==> config.mk <==
export PLATFORM = sky130hd
export DESIGN_NAME = prio_iaddr_seq
export DESIGN_NICKNAME = d
export VERILOG_FILES = /design/src/rtl/iaddr_pkg.sv /design/src/rtl/iaddr_ctrl.sv /design/src/rtl/iaddr_bank.sv /design/src/rtl/iaddr_rd_mux.sv /design/src/rtl/prio_iaddr_seq.sv
export SDC_FILE = /design/constraint.sdc
export NUM_CORES = 1
export LEC_CHECK = 0
export BUFFER_PORTS_ARGS = -buffer_cell sky130_fd_sc_hd__buf_2
export CELL_PAD_IN_SITES_DETAIL_PLACEMENT = 1
export CELL_PAD_IN_SITES_GLOBAL_PLACEMENT = 2
export CORE_MARGIN = 5
export CORE_UTILIZATION = 40
export CTS_CLUSTER_DIAMETER = 60
export DETAILED_ROUTE_END_ITERATION = 12
export HOLD_SLACK_MARGIN = 0.08
export PLACE_DENSITY_LB_ADDON = 0.1
export RECOVER_POWER = 50
export SETUP_SLACK_MARGIN = 0.05
export SYNTH_ARGS = -nofsm -noshare
export SYNTH_HDL_FRONTEND = slang
export SYNTH_SLANG_ARGS = --single-unit
==> constraint.sdc <==
create_clock -name clk -period 5.4 [get_ports clk]
set_clock_uncertainty 0.2 [all_clocks]
set_input_delay 1.08 -clock clk [delete_from_list [all_inputs] [get_ports clk]]
set_output_delay 1.08 -clock clk [all_outputs]
set_load 0.01 [all_outputs]
==> src/rtl/iaddr_pkg.sv <==
package iaddr_pkg;

   typedef enum logic [1:0] {
      LVL_HOLD   = 2'd0,
      LVL_ENTER  = 2'd1,
      LVL_RETURN = 2'd2
   } lvl_act_e;

   typedef enum logic [2:0] {
      SRC_KEEP    = 3'd0,
      SRC_INC     = 3'd1,
      SRC_BRANCH  = 3'd2,
      SRC_CONSOLE = 3'd3,
      SRC_ENTRY   = 3'd4,
      SRC_RESTORE = 3'd5
   } pc_src_e;

endpackage

==> src/rtl/iaddr_ctrl.sv <==
module iaddr_ctrl
   import iaddr_pkg::*;
#(
   parameter int NUM_LEVELS = 4,
   parameter int LVL_W      = 2
) (
   input  logic             sw_i,
   input  logic [LVL_W-1:0] old_lvl_i,
   input  logic [LVL_W-1:0] new_lvl_i,
   input  logic             fetch_i,
   input  logic             branch_en_i,
   input  logic             con_wr_i,
   output lvl_act_e         act_o,
   output pc_src_e          src_o,
   output logic             fetch_eff_o,
   output logic             save_en_o
);

   logic lvls_ok;

   generate
      if (NUM_LEVELS == (1 << LVL_W)) begin : g_full_code
         assign lvls_ok = 1'b1;
      end else begin : g_partial_code
         assign lvls_ok = (int'(old_lvl_i) < NUM_LEVELS) && (int'(new_lvl_i) < NUM_LEVELS);
      end
   endgenerate

   always_comb begin
      act_o = LVL_HOLD;
      if (sw_i && lvls_ok) begin
         if (new_lvl_i < old_lvl_i) begin
            act_o = LVL_ENTER;
         end else if (new_lvl_i > old_lvl_i) begin
            act_o = LVL_RETURN;
         end
      end
   end

   assign fetch_eff_o = fetch_i && (act_o == LVL_HOLD);
   assign save_en_o   = (act_o == LVL_ENTER);

   always_comb begin
      unique case (act_o)
         LVL_ENTER:  src_o = SRC_ENTRY;
         LVL_RETURN: src_o = SRC_RESTORE;
         default: begin
            if (con_wr_i) begin
               src_o = SRC_CONSOLE;
            end else if (branch_en_i) begin
               src_o = SRC_BRANCH;
            end else if (fetch_i) begin
               src_o = SRC_INC;
            end else begin
               src_o = SRC_KEEP;
            end
         end
      endcase
   end

endmodule

==> src/rtl/iaddr_bank.sv <==
module iaddr_bank #(
   parameter int ADDR_W     = 16,
   parameter int NUM_LEVELS = 4,
   parameter int LVL_W      = 2
) (
   input  logic                                 clk,
   input  logic                                 rst_n,
   input  logic                                 fetch_eff_i,
   input  logic [ADDR_W-1:0]                    prev_sar_i,
   input  logic                                 save_en_i,
   input  logic [LVL_W-1:0]                     save_lvl_i,
   input  logic [ADDR_W-1:0]                    save_data_i,
   output logic [NUM_LEVELS-1:0][ADDR_W-1:0]    slot_o
);

   logic [NUM_LEVELS-1:0][ADDR_W-1:0] slot_q;

   generate
      for (genvar k = 0; k < NUM_LEVELS; k++) begin : g_slot
         if (k == 0) begin : g_history
            always_ff @(posedge clk or negedge rst_n) begin
               if (!rst_n) begin
                  slot_q[k] <= '0;
               end else if (fetch_eff_i) begin
                  slot_q[k] <= prev_sar_i;
               end
            end
         end else begin : g_backup
            always_ff @(posedge clk or negedge rst_n) begin
               if (!rst_n) begin
                  slot_q[k] <= '0;
               end else if (save_en_i && (save_lvl_i == LVL_W'(k))) begin
                  slot_q[k] <= save_data_i;
               end
            end
         end
      end
   endgenerate

   assign slot_o = slot_q;

   AST_SLOT0_HISTORY: assert property (@(posedge clk) disable iff (!rst_n)
      fetch_eff_i |=> slot_q[0] == $past(prev_sar_i));

   AST_SAVE_SLOT: assert property (@(posedge clk) disable iff (!rst_n)
      (save_en_i && save_lvl_i != '0) |=> slot_q[$past(save_lvl_i)] == $past(save_data_i));

   AST_SLOT0_HOLD: assert property (@(posedge clk) disable iff (!rst_n)
      !fetch_eff_i |=> $stable(slot_q[0]));

endmodule

==> src/rtl/iaddr_rd_mux.sv <==
module iaddr_rd_mux #(
   parameter int ADDR_W     = 16,
   parameter int NUM_LEVELS = 4,
   parameter int SEL_W      = 3
) (
   input  logic [SEL_W-1:0]                     sel_i,
   input  logic [NUM_LEVELS-1:0][ADDR_W-1:0]    slot_i,
   input  logic [ADDR_W-1:0]                    live_i,
   output logic [ADDR_W-1:0]                    rdata_o
);

   always_comb begin
      rdata_o = live_i;
      for (int k = 0; k < NUM_LEVELS; k++) begin
         if (sel_i == SEL_W'(k)) begin
            rdata_o = slot_i[k];
         end
      end
   end

endmodule

==> src/rtl/prio_iaddr_seq.sv <==
module prio_iaddr_seq
   import iaddr_pkg::*;
#(
   parameter int              ADDR_W     = 16,
   parameter int              NUM_LEVELS = 4,
   parameter logic [ADDR_W-1:0] RESET_ADDR = '0,
   localparam int             LVL_W      = $clog2(NUM_LEVELS),
   localparam int             SEL_W      = $clog2(NUM_LEVELS + 1)
) (
   input  logic              clk,
   input  logic              rst_n,
   input  logic              fetch_i,
   output logic [ADDR_W-1:0] sar_o,
   input  logic              branch_en_i,
   input  logic [ADDR_W-1:0] branch_addr_i,
   input  logic [ADDR_W-1:0] entry_addr_i,
   input  logic              sw_i,
   input  logic [LVL_W-1:0]  old_lvl_i,
   input  logic [LVL_W-1:0]  new_lvl_i,
   input  logic              con_wr_i,
   input  logic [ADDR_W-1:0] con_wdata_i,
   input  logic [SEL_W-1:0]  con_sel_i,
   output logic [ADDR_W-1:0] con_rdata_o,
   output logic [ADDR_W-1:0] iaddr_o
);

   generate
      if (ADDR_W < 2 || ADDR_W > 64) begin : g_bad_width
         $error("prio_iaddr_seq: ADDR_W out of range");
      end
      if (NUM_LEVELS < 2) begin : g_bad_levels
         $error("prio_iaddr_seq: at least two levels needed");
      end
   endgenerate

   lvl_act_e                           act;
   pc_src_e                            src;
   logic                               fetch_eff;
   logic                               save_en;
   logic [ADDR_W-1:0]                  pc_q;
   logic [ADDR_W-1:0]                  pc_d;
   logic [ADDR_W-1:0]                  sar_q;
   logic [ADDR_W-1:0]                  restore_val;
   logic [NUM_LEVELS-1:0][ADDR_W-1:0]  slots;

   iaddr_ctrl #(
      .NUM_LEVELS (NUM_LEVELS),
      .LVL_W      (LVL_W)
   ) u_ctrl (
      .sw_i        (sw_i),
      .old_lvl_i   (old_lvl_i),
      .new_lvl_i   (new_lvl_i),
      .fetch_i     (fetch_i),
      .branch_en_i (branch_en_i),
      .con_wr_i    (con_wr_i),
      .act_o       (act),
      .src_o       (src),
      .fetch_eff_o (fetch_eff),
      .save_en_o   (save_en)
   );

   iaddr_bank #(
      .ADDR_W     (ADDR_W),
      .NUM_LEVELS (NUM_LEVELS),
      .LVL_W      (LVL_W)
   ) u_bank (
      .clk         (clk),
      .rst_n       (rst_n),
      .fetch_eff_i (fetch_eff),
      .prev_sar_i  (sar_q),
      .save_en_i   (save_en),
      .save_lvl_i  (old_lvl_i),
      .save_data_i (pc_q),
      .slot_o      (slots)
   );

   iaddr_rd_mux #(
      .ADDR_W     (ADDR_W),
      .NUM_LEVELS (NUM_LEVELS),
      .SEL_W      (SEL_W)
   ) u_rd (
      .sel_i   (con_sel_i),
      .slot_i  (slots),
      .live_i  (pc_q),
      .rdata_o (con_rdata_o)
   );

   assign restore_val = slots[new_lvl_i];

   always_comb begin
      unique case (src)
         SRC_INC:     pc_d = pc_q + ADDR_W'(1);
         SRC_BRANCH:  pc_d = branch_addr_i;
         SRC_CONSOLE: pc_d = con_wdata_i;
         SRC_ENTRY:   pc_d = entry_addr_i;
         SRC_RESTORE: pc_d = restore_val;
         default:     pc_d = pc_q;
      endcase
   end

   always_ff @(posedge clk or negedge rst_n) begin
      if (!rst_n) begin
         pc_q  <= RESET_ADDR;
         sar_q <= '0;
      end else begin
         pc_q <= pc_d;
         if (fetch_eff) begin
            sar_q <= pc_q;
         end
      end
   end

   assign sar_o   = sar_q;
   assign iaddr_o = pc_q;

   AST_FETCH_INC: assert property (@(posedge clk) disable iff (!rst_n)
      (fetch_i && !sw_i && !branch_en_i && !con_wr_i)
         |=> (pc_q == $past(pc_q) + ADDR_W'(1)) && (sar_q == $past(pc_q)));

   AST_WRAP_ZERO: assert property (@(posedge clk) disable iff (!rst_n)
      (fetch_i && !sw_i && !branch_en_i && !con_wr_i && (&pc_q)) |=> pc_q == '0);

   AST_BRANCH_LOAD: assert property (@(posedge clk) disable iff (!rst_n)
      (branch_en_i && !con_wr_i && act == LVL_HOLD) |=> pc_q == $past(branch_addr_i));

   AST_CONSOLE_WINS: assert property (@(posedge clk) disable iff (!rst_n)
      (con_wr_i && act == LVL_HOLD) |=> pc_q == $past(con_wdata_i));

   AST_ENTRY_LOAD: assert property (@(posedge clk) disable iff (!rst_n)
      (act == LVL_ENTER) |=> pc_q == $past(entry_addr_i));

   AST_RESTORE: assert property (@(posedge clk) disable iff (!rst_n)
      (act == LVL_RETURN) |=> pc_q == $past(restore_val));

   AST_SWITCH_SAR_HOLD: assert property (@(posedge clk) disable iff (!rst_n)
      (act != LVL_HOLD) |=> $stable(sar_q));

   AST_SAME_LVL_IDLE: assert property (@(posedge clk) disable iff (!rst_n)
      (sw_i && old_lvl_i == new_lvl_i && !fetch_i && !branch_en_i && !con_wr_i)
         |=> $stable(pc_q) && $stable(slots));

endmodule

## Word level (Yosys, flattened, before mapping)

Index checks and enable logic that the tools add are counted.

- Bits in registers: 96
- Input bits: 61
- Output and inout bits: 48

- Add/subtract/negate cells: 1
- $lt $le $gt $ge: 3
- Equal/unequal tests: 13
- Mux-type cells: 14
- Reduce and logical (&&, ||, !) cells: 7

Operator list:

| operator | count |
|---|---|
| 16-bit 2-to-1 mux | 5 |
| 16-bit case mux with 5 select lines | 1 |
| 16-bit binary-select mux with 2-bit select | 1 |
| 16-bit by 1-bit adder with 16-bit output, second input constant | 1 |
| 3-bit by 2-bit equality test with 1-bit output, second input constant | 4 |
| 2-bit equality test, second input constant | 3 |
| 3-bit by 1-bit equality test with 1-bit output, second input constant | 2 |
| 3-bit equality test, second input constant | 2 |
| 2-bit 2-to-1 mux | 3 |
| 3-bit 2-to-1 mux | 2 |
| 3-bit case mux with 2 select lines | 1 |
| 5-bit nonzero test | 1 |
| 2-bit by 1-bit equality test with 1-bit output, second input constant | 2 |
| 1-bit logical AND | 4 |
| 3-bit logical NOT | 1 |
| 2-bit by 3-bit less-than comparator with 1-bit output, second input constant | 1 |
| 2-bit > comparator | 1 |
| 2-bit logical NOT | 1 |
| 2-bit less-than comparator | 1 |
| 1-bit 2-to-1 mux | 1 |

## Depth between registers and ports, before layout

Gate-level depths: netlist (run 1).

- Depth after elaboration: 8
- Depth in mapped cells: 16
- Gate-level depth less buffers: 10

## Modules after synthesis

Synthesis (run 1) repeated with hierarchy kept, for this count alone.

- Cells, all modules: 452
- Area total of the unflattened synthesis: 5695.5 um2

Modules (own cells, without submodules):

| module | times used | cells an instance | area each (um2) |
|---|---|---|---|
| iaddr_bank | 1 | 136 | 2536.2 |
| prio_iaddr_seq | 1 | 204 | 2303.5 |
| iaddr_rd_mux | 1 | 92 | 704.4 |
| iaddr_ctrl | 1 | 20 | 151.4 |

## Least setup slack after synthesis (run 1)

OpenSTA, ideal clock, no wires.

- Path type: in2reg
- Start point: in old_lvl_i[1]
- End point: reg pc_q[14], in the netlist iaddr_o[14]
- Arrival: 3.493 ns
- Setup slack: 1.583 ns
- Stages: 14
- Cell sequence: inv_1 -> ha_1 -> nor2b_1 -> buf_6 -> nor2_4 -> buf_2 -> inv_1 -> ha_1 -> buf_2 -> nor2b_1 -> buf_2 -> a32o_1 -> a211o_1 -> a211o_1

- Cells in the longest elaborated chain, start to end: 8

Ends and longest elaborated chain:

| what | line | text |
|---|---|---|
| start: declaration | prio_iaddr_seq.sv:18 | `input logic [LVL_W-1:0] old_lvl_i,` |
| 2-bit > comparator | iaddr_ctrl.sv:34 | `end else if (new_lvl_i > old_lvl_i) begin` |
| 2-bit 2-to-1 mux | iaddr_ctrl.sv:34 |  |
| 2-bit 2-to-1 mux (*) | iaddr_ctrl.sv:32 | `if (new_lvl_i < old_lvl_i) begin` |
| 2-bit 2-to-1 mux (*) | iaddr_ctrl.sv:31 | `if (sw_i && lvls_ok) begin` |
| 2-bit equality test / 2-bit by 1-bit equality test with 1-bit output (equally long branches) | iaddr_ctrl.sv:44 | `unique case (act_o)` |
| 3-bit case mux with 2 select lines (*) | iaddr_ctrl.sv:44 |  |
| 3-bit equality test, or another cell as far along | prio_iaddr_seq.sv:91 | `unique case (src)` |
| 16-bit case mux with 5 select lines / 5-bit nonzero test (equally long branches) | n/a |  |
| end signal: assignment | prio_iaddr_seq.sv:106 | `pc_q <= pc_d;` |
| end: declaration | prio_iaddr_seq.sv:40 | `logic [ADDR_W-1:0] pc_q;` |

Mark *: on every way between the ends. The rest lies on a longest branch, timed or not.
A chain may end at the register's enable or synchronous reset.

## Worst setup path in the final report (run 1)

- Start point: in old_lvl_i[1]
- End point: reg pc_q[5], in the netlist iaddr_o[5]

Same word-level chain as after synthesis.

==> results of run 1 <==
-- sequential cells by signal, indices dropped and copies added, names as in the netlist --
name	cells
iaddr_o	16
sar_o	16
u_bank.slot_o	64
-- worst min-delay path by stage --
stage / from / to / slack, ns
after floorplan: u_bank.slot_o[36] / u_bank.slot_o[36] / 0.26
after global placement: sar_o[13] / sar_o[13] / 0.28
after detailed placement: sar_o[9] / sar_o[9] / 0.30
after CTS: u_bank.slot_o[45] / u_bank.slot_o[45] / 0.31
after global routing: sar_o[9] / sar_o[9] / 0.34
final: sar_o[9] / sar_o[9] / 0.31
-- power groups by stage --
| stage | combinational (uW) | clock [uW] | sequential, uW |
|---|---|---|---|
| after floorplan | 871 | 0 | 1300 |
| after global placement | 1170 | 0 | 1400 |
| after detailed placement | 1200 | 0 | 1440 |
| after CTS | 1210 | 676 | 1430 |
| after global routing | 1280 | 710 | 1490 |
| final | 1160 | 660 | 1430 |
-- final cells by class --
| class | instances | area (um2) |
|---|---|---|
| fill | 1589 | 7780 |
| multi-input combinational | 319 | 3040 |
| sequential | 96 | 2400 |
| timing repair buffer | 113 | 544 |
| clock buffer | 13 | 260 |
| tap | 184 | 230 |
| inverter | 19 | 71.3 |
| clock inverter | 2 | 38.8 |
-- Yosys cell counts, types with 7 or more instances --
cell and number:
buf_2 17, buf_6 7, clkbuf_1 13, mux2_4 10, mux4_2 21, dfrtp_1 96, mux2i_1 23, a211oi_1 8
a22o_1 8, nor2_1 12, o21ai_0 15, mux2_2 77, nor4_1 11, inv_1 18, nand2_1 20, nand3_1 9
-- worst register-to-register path: cells and delay by family, from the launching register on --
family,cells,cell delay [ns]
flip-flops,1,0.65
AO/OA/AOI/OAI,1,0.05
AND/OR/NAND/NOR,3,1.14
-- routing by layer --
| metal | wire length [um] | vias up |
|---|---|---|
| met4 | 263 | 0 |
| met5 | 0 | - |
| met2 | 9030 | 105 |
| met3 | 664 | 19 |
| li1 | - | 1996 |
| met1 | 8410 | 2283 |
-- through the flow --
stage	power [uW]	setup WS (ns)	utilization [%]	hold slack (ns)	instance area [um2]
4_1_cts	3310	1.03	46.1	0.313	6630
2_1_floorplan	2180	1.58	-	0.261	5780
3_3_place_gp	2580	0.761	44.0	0.285	6330
3_5_place_dp	2640	0.689	44.0	0.300	6330
6_report	3260	0.979	45.9	0.313	6590
5_1_grt	3480	0.720	45.9	0.339	6590
-- kinds of logic (layout without fill, tap and decap cells) --
family	Yosys count	in the layout	synth area share [%]
multiplexers	131	131	29.8
adder cells (fa/ha/maj)	6	6	1.30
AND/OR/NAND/NOR	92	92	9.40
flip-flops	96	96	41.6
buffers and inverters	64	147	5.78
AO/OA/AOI/OAI	90	90	12.2
==> results.rst, run 1 <==
.. list-table::
   :header-rows: 1

   * - Metric
     - Value
   * - CP startpoint kind
     - input port
   * - Routed WL per cell
     - 24.6 um
   * - Global-route met3 utilization
     - 2.99%
   * - Core region area
     - 0.0144 mm2
   * - Pin count of the biggest net entering global routing
     - 74
   * - Area Growth Syn to Fin
     - 14.0%
   * - Unrepaired setup endpoints after global routing
     - no
   * - Initial standard-cell utilization of the core
     - 40.2%
   * - Vias in the first global route
     - 4845
   * - Met1 track demand over resource in global routing
     - 31.6%
   * - CTS tree
     - built
   * - Peak VDD IR
     - 161 uV
   * - Setup violations, final
     - 0
   * - Count of standard-cell rows
     - 44
   * - Kind of capture point of the worst setup path
     - flop
   * - Post-synth EDFFs
     - 0
   * - Post-cts gate resize count
     - 0
   * - Data arrival time of the critical path
     - 4.46 ns
   * - Biggest fanout along the worst timing path
     - 13
   * - Sequential element share of the synthesized area
     - 41.6%
   * - Cells after DPL
     - 731
   * - Total overflow reported by the global router
     - 0
   * - Deepest clock path buffer count
     - 2
   * - Violations in the final reports
     - max-capacitance violations, max-slew violations
   * - Power per cell area
     - 494 mW/mm2
   * - Number of buffers added to fix hold violations after cts
     - 0
   * - Post-layout instance count excluding filler cells
     - 746
   * - # H-tree levels
     - 3
   * - Crit path max-delay family
     - simple AND/OR/NAND/NOR gates
   * - Worst relative slew slack
     - -29.6%
   * - Clock tree root driver cell
     - clkbuf_16
   * - Port buffer count
     - 108
   * - Path type of the worst setup path
     - input port to flop
   * - Comb power frac
     - 35.8%
   * - Starting DRT DRC Count
     - 270
   * - Slack of the worst reg-to-reg path
     - 3.22 ns
   * - Clock sinks
     - 96
   * - Setup TNS after final layout
     - 0 ns
   * - Synthesized instance count
     - 479
   * - DP Wirelength
     - 12900 um
   * - Final min period
     - 4.42 ns
   * - Static leakage power
     - 0.00290 uW
   * - Wire length reported by the detailed router
     - 18400 um
   * - Critical register-to-register path startpoint
     - iaddr_o[2]
   * - Part of the total power dissipated in the clock network
     - 20.3%
   * - Most utilized layer in the global route result
     - met2
   * - Horiz. Die Dim
     - 130 um
   * - Proportion of power drawn by flip-flops and latches
     - 43.9%
   * - Global-route wire length before repair
     - 28900 um
   * - Switching power
     - 1180 uW
   * - Largest cells by area after synthesis
     - dfrtp_1, mux2_2, mux4_2
   * - Cells along the critical path
     - buf_2, inv_1, ha_1, nor2b_1, buf_4, nor2_4, inv_1, ha_1, nor2b_1, a22o_1, a2111oi_0, a221oi_1
   * - Hold Fails Final Rpt
     - 0
   * - Die extent in y
     - 130 um
   * - Combined area of all synthesized cells
     - 0.00578 mm2
   * - Number of antenna violations at the first check in global routing
     - 0
   * - Delay of the slowest critical-path stage
     - 0.97 ns
   * - Switching fraction of total power
     - 36.2%
   * - Worst Setup EP
     - iaddr_o[5]
   * - R2r worst-path depth
     - 4
   * - Routed vias
     - 4403
   * - Area share of the largest cell type after synthesis
     - 41.6%
   * - Most common cell after layout, fill and taps aside
     - dfrtp_1
   * - Top library cells by usage in the layout, fill and taps aside
     - dfrtp_1, buf_2, mux2_2
   * - Final critical-path share of the clock period
     - 81.9%
   * - Power Internal
     - 2080 uW
   * - Final routed DRC violation total
     - 0
   * - Clock Latency Late Sink
     - 0.35 ns
   * - Depth of the critical timing path with buffers and inverters included
     - 12
   * - Highest clock frequency the design can meet
     - 0.226 GHz
   * - Post-synth top area cell
     - dfrtp_1
   * - Net count of the finished layout
     - 625
   * - Syn Area/Cell
     - 12.1 um2
   * - Area enclosed by the die boundary
     - 0.0169 mm2
   * - Number of post-CTS setup repair buffers
     - 0
   * - Total routing usage reported by global routing
     - 22.7%
   * - CTS buffer count
     - 9
   * - Worst path buffer plus inverter count
     - 4
   * - Post-synth cell types
     - 68
   * - Detailed-router iteration count before antenna repair
     - 5
   * - Post-synthesis net count
     - 546
   * - Final ANT Viol Nets
     - 0
   * - Destination of the worst register-to-register timing path
     - iaddr_o[15]
   * - # diodes
     - 0
   * - Flop and latch count out of synthesis
     - 96
   * - CP required
     - 5.44 ns
   * - HP Class
     - flop to flop
   * - Via count normalized by instance count
     - 5.90
   * - Final GP Congestion
     - 0.837
   * - Critical path origin
     - old_lvl_i[1]
   * - Status
     - complete, but fails checks
   * - Asr flop ratio synth
     - 100%
   * - Max-cap violations
     - 1
   * - Number of ports placed on the die boundary
     - 109
   * - Yosys warnings
     - 0
   * - Slew Viols, Final
     - 74
   * - Master of the slowest instance on the critical path
     - nor2b_1
   * - Hold Path Stages
     - 2
   * - Global Route met2 Usage
     - 37.4%
   * - Share of cells above drive strength 1
     - 39.7%
   * - Clk pin slew, worst setup/hold paths
     - 0.07 ns
   * - Worst Max-Slew Pin Slew
     - 1.94 ns
   * - Flip-flop cell with the highest count after synthesis
     - dfrtp_1
(Power assumes the default switching activity.)
==> run 2: changes to the inputs <==
ABC_AREA = 1   (was default)
CORE_UTILIZATION = 28   (was 40)
clock period = 3.8 ns   (was 5.4 ns; I/O delays follow)
==> run 2 against run 1 <==
The run still ends with max-capacitance violations, max-slew violations left. Largest power group unchanged. Largest cell class unchanged. Synthesized cell count rose by 68%. Critical endpoint is now con_rdata_o[1]. Cell count rose by 57%. Worst hold slack got worse by 0.024 ns. Core utilization fell by 12 points. Total power rose by 31%. Combinational power rose by 26%. Critical path depth fell by 5.
==> results.rst, run 2 <==
.. list-table::
   :header-rows: 1

   * - Metric
     - Value
   * - # diodes
     - 0 (unchanged)
   * - CTS buffer count
     - 9 (unchanged)
   * - Syn Area/Cell
     - 7.18 um2 (-40%)
   * - Clk pin slew, worst setup/hold paths
     - 0.07 ns (about the same)
   * - Most used standard cells in the synthesized netlist
     - nand2_1, o21ai_0, dfrtp_1
   * - Number of buffers added to fix hold violations after cts
     - 0 (unchanged)
   * - Unrepaired setup endpoints after global routing
     - no
   * - Post-cts gate resize count
     - 0 (unchanged)
   * - Count of standard-cell rows
     - 52 (+18%)
   * - Post-synth EDFFs
     - 0 (unchanged)
   * - Final routed DRC violation total
     - 0 (unchanged)
   * - Number of ports placed on the die boundary
     - 109 (unchanged)
   * - Clock tree root driver cell
     - clkbuf_16
   * - CTS tree
     - built
   * - Number of antenna violations at the first check in global routing
     - 0 (unchanged)
   * - Wire length reported by the detailed router
     - 22200 um (+21%)
   * - Pin count of the biggest net entering global routing
     - 65 (-12%)
   * - HP Class
     - flop to flop
   * - Power per cell area
     - 623 mW/mm2 (+26%)
   * - CP startpoint kind
     - input port
   * - Master of the slowest instance on the critical path
     - nand2_2
   * - Net count of the finished layout
     - 966 (+55%)
   * - Number of post-CTS setup repair buffers
     - 0 (unchanged)
   * - Power Internal
     - 2480 uW (+19%)
   * - Slack of the worst reg-to-reg path
     - 1.73 ns (-1.49 ns)
   * - Die extent in y
     - 154 um (+18%)
   * - Area share of the largest cell type after synthesis
     - 41.5% (-0.054 points)
   * - Final ANT Viol Nets
     - 0 (unchanged)
   * - Clock Latency Late Sink
     - 0.35 ns (about the same)
   * - Data arrival time of the critical path
     - 2.20 ns (-2.26 ns)
   * - Worst relative slew slack
     - -8.70% (+21 points)
   * - Synthesized instance count
     - 806 (+68%)
   * - R2r worst-path depth
     - 10 (+6)
   * - Final GP Congestion
     - 0.816 (-2.5%)
   * - Most frequent CP cell
     - buf_2
   * - Post-synth top area cell
     - dfrtp_1
   * - Horiz. Die Dim
     - 154 um (+18%)
   * - Biggest fanout along the worst timing path
     - 15 (+2)
   * - Worst Setup EP
     - con_rdata_o[1]
   * - Cells along the critical path
     - buf_2, nor2_8, nand2_2, o22ai_1, nor2_1, o21ai_0, buf_2
   * - Total overflow reported by the global router
     - 0 (unchanged)
   * - Clock sinks
     - 96 (unchanged)
   * - Area Growth Syn to Fin
     - 18.2%
   * - Post-synth cell types
     - 33 (-51%)
   * - Highest clock frequency the design can meet
     - 0.317 GHz
   * - Routed vias
     - 5807 (+32%)
   * - Global-route wire length before repair
     - 35700 um (+24%)
   * - Via count normalized by instance count
     - 4.95 (-16%)
   * - Flip-flop cell with the highest count after synthesis
     - dfrtp_1
   * - Setup TNS after final layout
     - 0 ns (unchanged)
   * - Asr flop ratio synth
     - 100% (unchanged)
   * - Critical register-to-register path startpoint
     - iaddr_o[0]
   * - Detailed-router iteration count before antenna repair
     - 5 (unchanged)
   * - Switching power
     - 1780 uW (+51%)
   * - Status
     - complete, but fails checks
   * - Share of cells above drive strength 1
     - 15.9% (-24 points)
   * - Violations in the final reports
     - max-capacitance violations, max-slew violations
   * - Part of the total power dissipated in the clock network
     - 24.2% (+3.9 points)
   * - Proportion of power drawn by flip-flops and latches
     - 41.5% (-2.4 points)
   * - Switching fraction of total power
     - 41.9% (+5.7 points)
   * - Kind of capture point of the worst setup path
     - output port
   * - Cell with the most instances after synthesis
     - nand2_1
   * - Most common cell after layout, fill and taps aside
     - nand2_1
   * - Sequential element share of the synthesized area
     - 41.5% (-0.054 points)
   * - Largest cells by area after synthesis
     - dfrtp_1, nand2_1, o21ai_0
   * - CP required
     - 2.84 ns (-2.60 ns)
   * - Critical path origin
     - con_sel_i[2]
   * - Max-cap violations
     - 1 (unchanged)
   * - Destination of the worst register-to-register timing path
     - iaddr_o[14]
   * - Core region area
     - 0.0203 mm2 (+41%)
   * - Initial standard-cell utilization of the core
     - 28.5% (-12 points)
   * - Hold Fails Final Rpt
     - 0 (unchanged)
   * - DP Wirelength
     - 16200 um (+26%)
   * - Slew Viols, Final
     - 58 (-22%)
   * - Vias in the first global route
     - 6196 (+28%)
   * - Flop and latch count out of synthesis
     - 96 (unchanged)
   * - Comb power frac
     - 34.3% (-1.5 points)
   * - Static leakage power
     - 0.00338 uW (+17%)
   * - Flip-flop count of the largest register, all copies and words added
     - 64 (unchanged)
   * - Final min period
     - 3.16 ns
   * - Top library cells by usage in the layout, fill and taps aside
     - nand2_1, o21ai_0, dfrtp_1
   * - Worst Max-Slew Pin Slew
     - 1.63 ns (-0.314 ns)
   * - Delay of the slowest critical-path stage
     - 0.32 ns (-0.65 ns)
   * - Area enclosed by the die boundary
     - 0.0236 mm2 (+39%)
   * - Deepest clock path buffer count
     - 2 (unchanged)
   * - Post-layout instance count excluding filler cells
     - 1174 (+57%)
   * - Routed WL per cell
     - 18.9 um (-23%)
   * - Final critical-path share of the clock period
     - 83.1%
   * - Cells after DPL
     - 1158 (+58%)
   * - Peak VDD IR
     - 216 uV (+34%)
   * - Total routing usage reported by global routing
     - 19.1% (-3.6 points)
   * - Post-synthesis net count
     - 873 (+60%)
   * - # H-tree levels
     - 3 (unchanged)
   * - Starting DRT DRC Count
     - 297 (+10%)
   * - Combined area of all synthesized cells
     - 0.00579 mm2 (+0.13%)
   * - Path type of the worst setup path
     - input port to output port
   * - Setup violations, final
     - 0 (unchanged)
   * - Port buffer count
     - 108 (unchanged)
   * - Yosys warnings
     - 0 (unchanged)
-- run 2: changes by cell type after synthesis, sizes merged, moves of 8 or more --
cell,delta
nor4,-10
nand2,+204
o21ai,+101
mux4,-21
inv,+76
mux2i,-23
nand3,+33
mux2,-87
a22o,-8
a21oi,+52
nor2,+64
o221ai,+19
a211oi,-8
-- run 2: logic make-up after synthesis --
logic type	share of synthesized area, %
flip-flops	41.5
buffers and inverters	9.86
AO/OA/AOI/OAI	20.3
adder cells (fa/ha/maj)	1.30
XOR/XNOR	0.454
AND/OR/NAND/NOR	26.5
-- run 2: final cells by class --
type,instances,area (um2)
Fill cell,2602,13500
Multi-Input combinational cell,577,2820
Sequential cell,96,2400
Timing Repair Buffer,120,598
Inverter,95,359
Tap cell,270,338
Clock buffer,9,225
Clock inverter,7,101
-- run 2: power groups by stage --
stage	logic, uW	registers (uW)	clock network, uW
after floorplan	891	1710	0
final	1460	1770	1030
after global routing	1680	1820	1100
after detailed placement	1510	1780	0
after global placement	1470	1760	0
after CTS	1510	1760	1060
-- run 2: worst min-delay path by stage --
stage	from	end	slack, ns	cells past startpoint
6_report	u_bank.slot_o[28]	u_bank.slot_o[28]	0.29	2
5_1_grt	u_bank.slot_o[29]	u_bank.slot_o[29]	0.32	2
4_1_cts	u_bank.slot_o[18]	u_bank.slot_o[18]	0.29	2
3_5_place_dp	u_bank.slot_o[52]	u_bank.slot_o[52]	0.27	2
3_3_place_gp	u_bank.slot_o[52]	u_bank.slot_o[52]	0.27	2
2_1_floorplan	u_bank.slot_o[16]	u_bank.slot_o[16]	0.25	2
-- run 2: routing by layer --
layer / wire [um] / GRT usage (%)
met1: 11000 / 27.3
met2: 10100 / 30.9
met3: 915 / 2.16
met4: 272 / 4.71
met5: 0 / 0
-- run 2: critical path, delay by kind of cell --
kind / cells / cell delay, ns
simple gates: 3 / 0.62
buf+inv: 2 / 0.34
compound gates: 2 / 0.48
-- run 2: per-stage QoR --
stage / worst slack, ns / hold slack, ns / utilization (%) / power [uW] / instance area (um2)
after global placement: 0.410 / 0.267 / 32.3 / 3220 / 6560
after CTS: 0.610 / 0.291 / 33.9 / 4330 / 6890
after floorplan: 0.687 / 0.253 / - / 2600 / 5790
after global routing: 0.424 / 0.318 / 33.7 / 4600 / 6840
after detailed placement: 0.299 / 0.273 / 32.3 / 3280 / 6560
final: 0.642 / 0.289 / 33.7 / 4260 / 6840
==> run 3: changes to the inputs <==
CORE_UTILIZATION = 31   (was 28)
clock period = 3 ns   (was 3.8 ns; I/O delays follow)
==> run 3 against run 2 <==
The run now ends clean. Core utilization increased by 3.6 points. Final area is 0.90% higher. Cell count decreased by 2.0%. Sequential power rose by 27%. Combinational power up 30%. Register-to-register slack lost 0.81 ns. First-iteration DRC count is 0.67% higher. Total power up 25%. Via count increased by 0.84%. Sequential cell count unchanged. Highest routed layer unchanged.
==> results.rst, run 3 (same netlist as run 2, synthesis figures left out) <==
.. list-table::
   :header-rows: 1

   * - Metric
     - Value
   * - Status
     - complete, no violations
   * - Worst Setup EP
     - con_rdata_o[3]
   * - DP Wirelength
     - 16400 um (+1.1%)
   * - Minimum setup slack after placement
     - -0.0166 ns (-0.315 ns)
   * - Unrepaired setup endpoints after global routing
     - no
   * - Power per cell area
     - 774 mW/mm2 (+24%)
   * - Clk pin slew, worst setup/hold paths
     - 0.07 ns (about the same)
   * - Via count normalized by instance count
     - 5.09 (+2.9%)
   * - Area Growth Syn to Fin
     - 19.3%
   * - Critical path origin
     - con_sel_i[2]
   * - Worst Slack Setup Final
     - 0.289 ns (-0.353 ns)
   * - Initial standard-cell utilization of the core
     - 31.2% (+2.7 points)
   * - Final routed DRC violation total
     - 0 (unchanged)
   * - CP required
     - 2.20 ns (-0.64 ns)
   * - Post-cts gate resize count
     - 0 (unchanged)
   * - Port buffer count
     - 108 (unchanged)
   * - Vias in the first global route
     - 6255 (+0.95%)
   * - Number of antenna violations at the first check in global routing
     - 0 (unchanged)
   * - HP Class
     - flop to flop
   * - Top library cells by usage in the layout, fill and taps aside
     - nand2_1, o21ai_0, dfrtp_1
   * - Deepest clock path buffer count
     - 2 (unchanged)
   * - CTS tree
     - built
   * - Area enclosed by the die boundary
     - 0.0215 mm2 (-9.1%)
   * - Core region area
     - 0.0185 mm2 (-8.8%)
   * - Hold Path Stages
     - 2 (unchanged)
   * - Slew Viols, Final
     - 0 (-100%)
   * - Number of buffers added to fix hold violations after cts
     - 1 (+1)
   * - Critical register-to-register path startpoint
     - iaddr_o[0]
   * - Max-cap violations
     - 0 (-1)
   * - CTS buffer count
     - 9 (unchanged)
   * - Worst Max-Slew Pin Slew
     - 1.00 ns (-0.630 ns)
   * - Final total power
     - 5340 uW (+25%)
   * - Wire length reported by the detailed router
     - 22300 um (+0.14%)
   * - Kind of capture point of the worst setup path
     - output port
   * - Most common cell after layout, fill and taps aside
     - nand2_1
   * - Detailed-router iteration count before antenna repair
     - 5 (unchanged)
   * - Final ANT Viol Nets
     - 0 (unchanged)
   * - Die extent in y
     - 147 um (-4.6%)
   * - CP startpoint kind
     - input port
   * - Count of standard-cell rows
     - 50 (-3.8%)
   * - Post-Route Hold Slack
     - 0.291 ns (+0.00238 ns)
   * - Global-route wire length before repair
     - 35800 um (+0.37%)
   * - Path type of the worst setup path
     - input port to output port
   * - Peak VDD IR
     - 273 uV (+26%)
   * - R2r worst-path depth
     - 11 (+1)
   * - Worst relative slew slack
     - 33.3% (+42 points)
   * - Total overflow reported by the global router
     - 0 (unchanged)
   * - Destination of the worst register-to-register timing path
     - iaddr_o[10]
   * - Horiz. Die Dim
     - 147 um (-4.6%)
   * - # H-tree levels
     - 3 (unchanged)
   * - Share of cells above drive strength 1
     - 17.0% (+1.1 points)
   * - # diodes
     - 0 (unchanged)
   * - Number of ports placed on the die boundary
     - 109 (unchanged)
   * - Slack of the worst reg-to-reg path
     - 0.92 ns (-0.81 ns)
   * - Final critical-path share of the clock period
     - 90.4%
   * - Routed WL per cell
     - 19.3 um (+2.1%)
   * - Final-layout fill cell count
     - 2383 (-8.4%)
   * - Final GP Congestion
     - 0.805 (-1.3%)
   * - Static leakage power
     - 0.00345 uW (+2.0%)
   * - Hold Fails Final Rpt
     - 0 (unchanged)
   * - Setup TNS after final layout
     - 0 ns (unchanged)
   * - Number of post-CTS setup repair buffers
     - 0 (unchanged)
   * - Starting DRT DRC Count
     - 299 (+0.67%)
   * - Highest clock frequency the design can meet
     - 0.369 GHz
   * - Data arrival time of the critical path
     - 1.91 ns (-0.29 ns)
   * - Pin count of the biggest net entering global routing
     - 65 (unchanged)
   * - Flip-flop count of the largest register, all copies and words added
     - 64 (unchanged)
   * - Biggest fanout along the worst timing path
     - 10 (-5)
   * - Setup violations, final
     - 0 (unchanged)
   * - Net count of the finished layout
     - 979 (+1.3%)
   * - Clock Latency Late Sink
     - 0.36 ns (about the same)
   * - Final min period
     - 2.71 ns
   * - Clock sinks
     - 96 (unchanged)
   * - Clock tree root driver cell
     - clkbuf_16
   * - Total routing usage reported by global routing
     - 21.2% (+2.1 points)
   * - Routed vias
     - 5856 (+0.84%)
## run 3: changes by cell type in the layout (fill, tap and decap cells not counted)
cell / previous run / this run
buf_4: 11 / 20
bufinv_16: 2 / 1
inv_6: 3 / 1
clkinv_4: 0 / 1
dlygate4sd3_1: 0 / 1
buf_12: 0 / 3
clkinv_2: 0 / 3
clkinvlp_4: 2 / 1
## run 3: metrics by stage
step | instance area, um2 | instances | util [%]
after floorplan | 5790 | 806 | -
after global placement | 6630 | 1134 | 35.8
after detailed placement | 6630 | 1134 | 35.8
after CTS | 6940 | 1151 | 37.5
after global routing | 6900 | 1151 | 37.3
final | 6900 | 1151 | 37.3
## run 3: worst max-delay path, stage by stage
cell and delay, ns:
buf_2 0.15, nor2_8 0.23, inv_2 0.16, a21oi_1 0.27, o221ai_1 0.17, o221ai_1 0.11, inv_1 0.07, buf_2 0.14
## run 3: layout make-up
class | count | area, um2 | area share [%]
inverters | 95 | 359 | 5.20
clock inverters | 7 | 70.1 | 1.02
clock buffers | 9 | 225 | 3.26
multi-input cells | 577 | 2820 | 40.8
repair buffers | 133 | 736 | 10.7
well taps | 234 | 293 | 4.24
flip-flops and latches | 96 | 2400 | 34.8
## run 3: how the worst min path moves through the flow
stage / startpoint / endpoint / slack, ns
after floorplan: rst_n / iaddr_o[0] / 0.10
after global placement: u_bank.slot_o[61] / u_bank.slot_o[61] / 0.27
after detailed placement: u_bank.slot_o[59] / u_bank.slot_o[59] / 0.27
after CTS: u_bank.slot_o[59] / u_bank.slot_o[59] / 0.29
after global routing: u_bank.slot_o[27] / u_bank.slot_o[27] / 0.31
final: u_bank.slot_o[61] / u_bank.slot_o[61] / 0.29
## run 3: routing by layer
| metal | vias up | track usage (%) | part of all wire (%) |
|---|---|---|---|
| li1 | 2855 | - | - |
| met1 | 2858 | 30.1 | 48 |
| met2 | 132 | 34.2 | 46 |
| met3 | 11 | 4.00 | 5.2 |
| met4 | 0 | 3.76 | 0.94 |
| met5 | - | 0 | 0 |
## run 3: power by group
group	total, uW	internal (uW)	switching [uW]	leakage (uW)
registers	2240	1760	474	0.00120
logic	1900	670	1230	0.00210
clock network	1200	647	550	0.000146
total	5340	3080	2260	0.00345
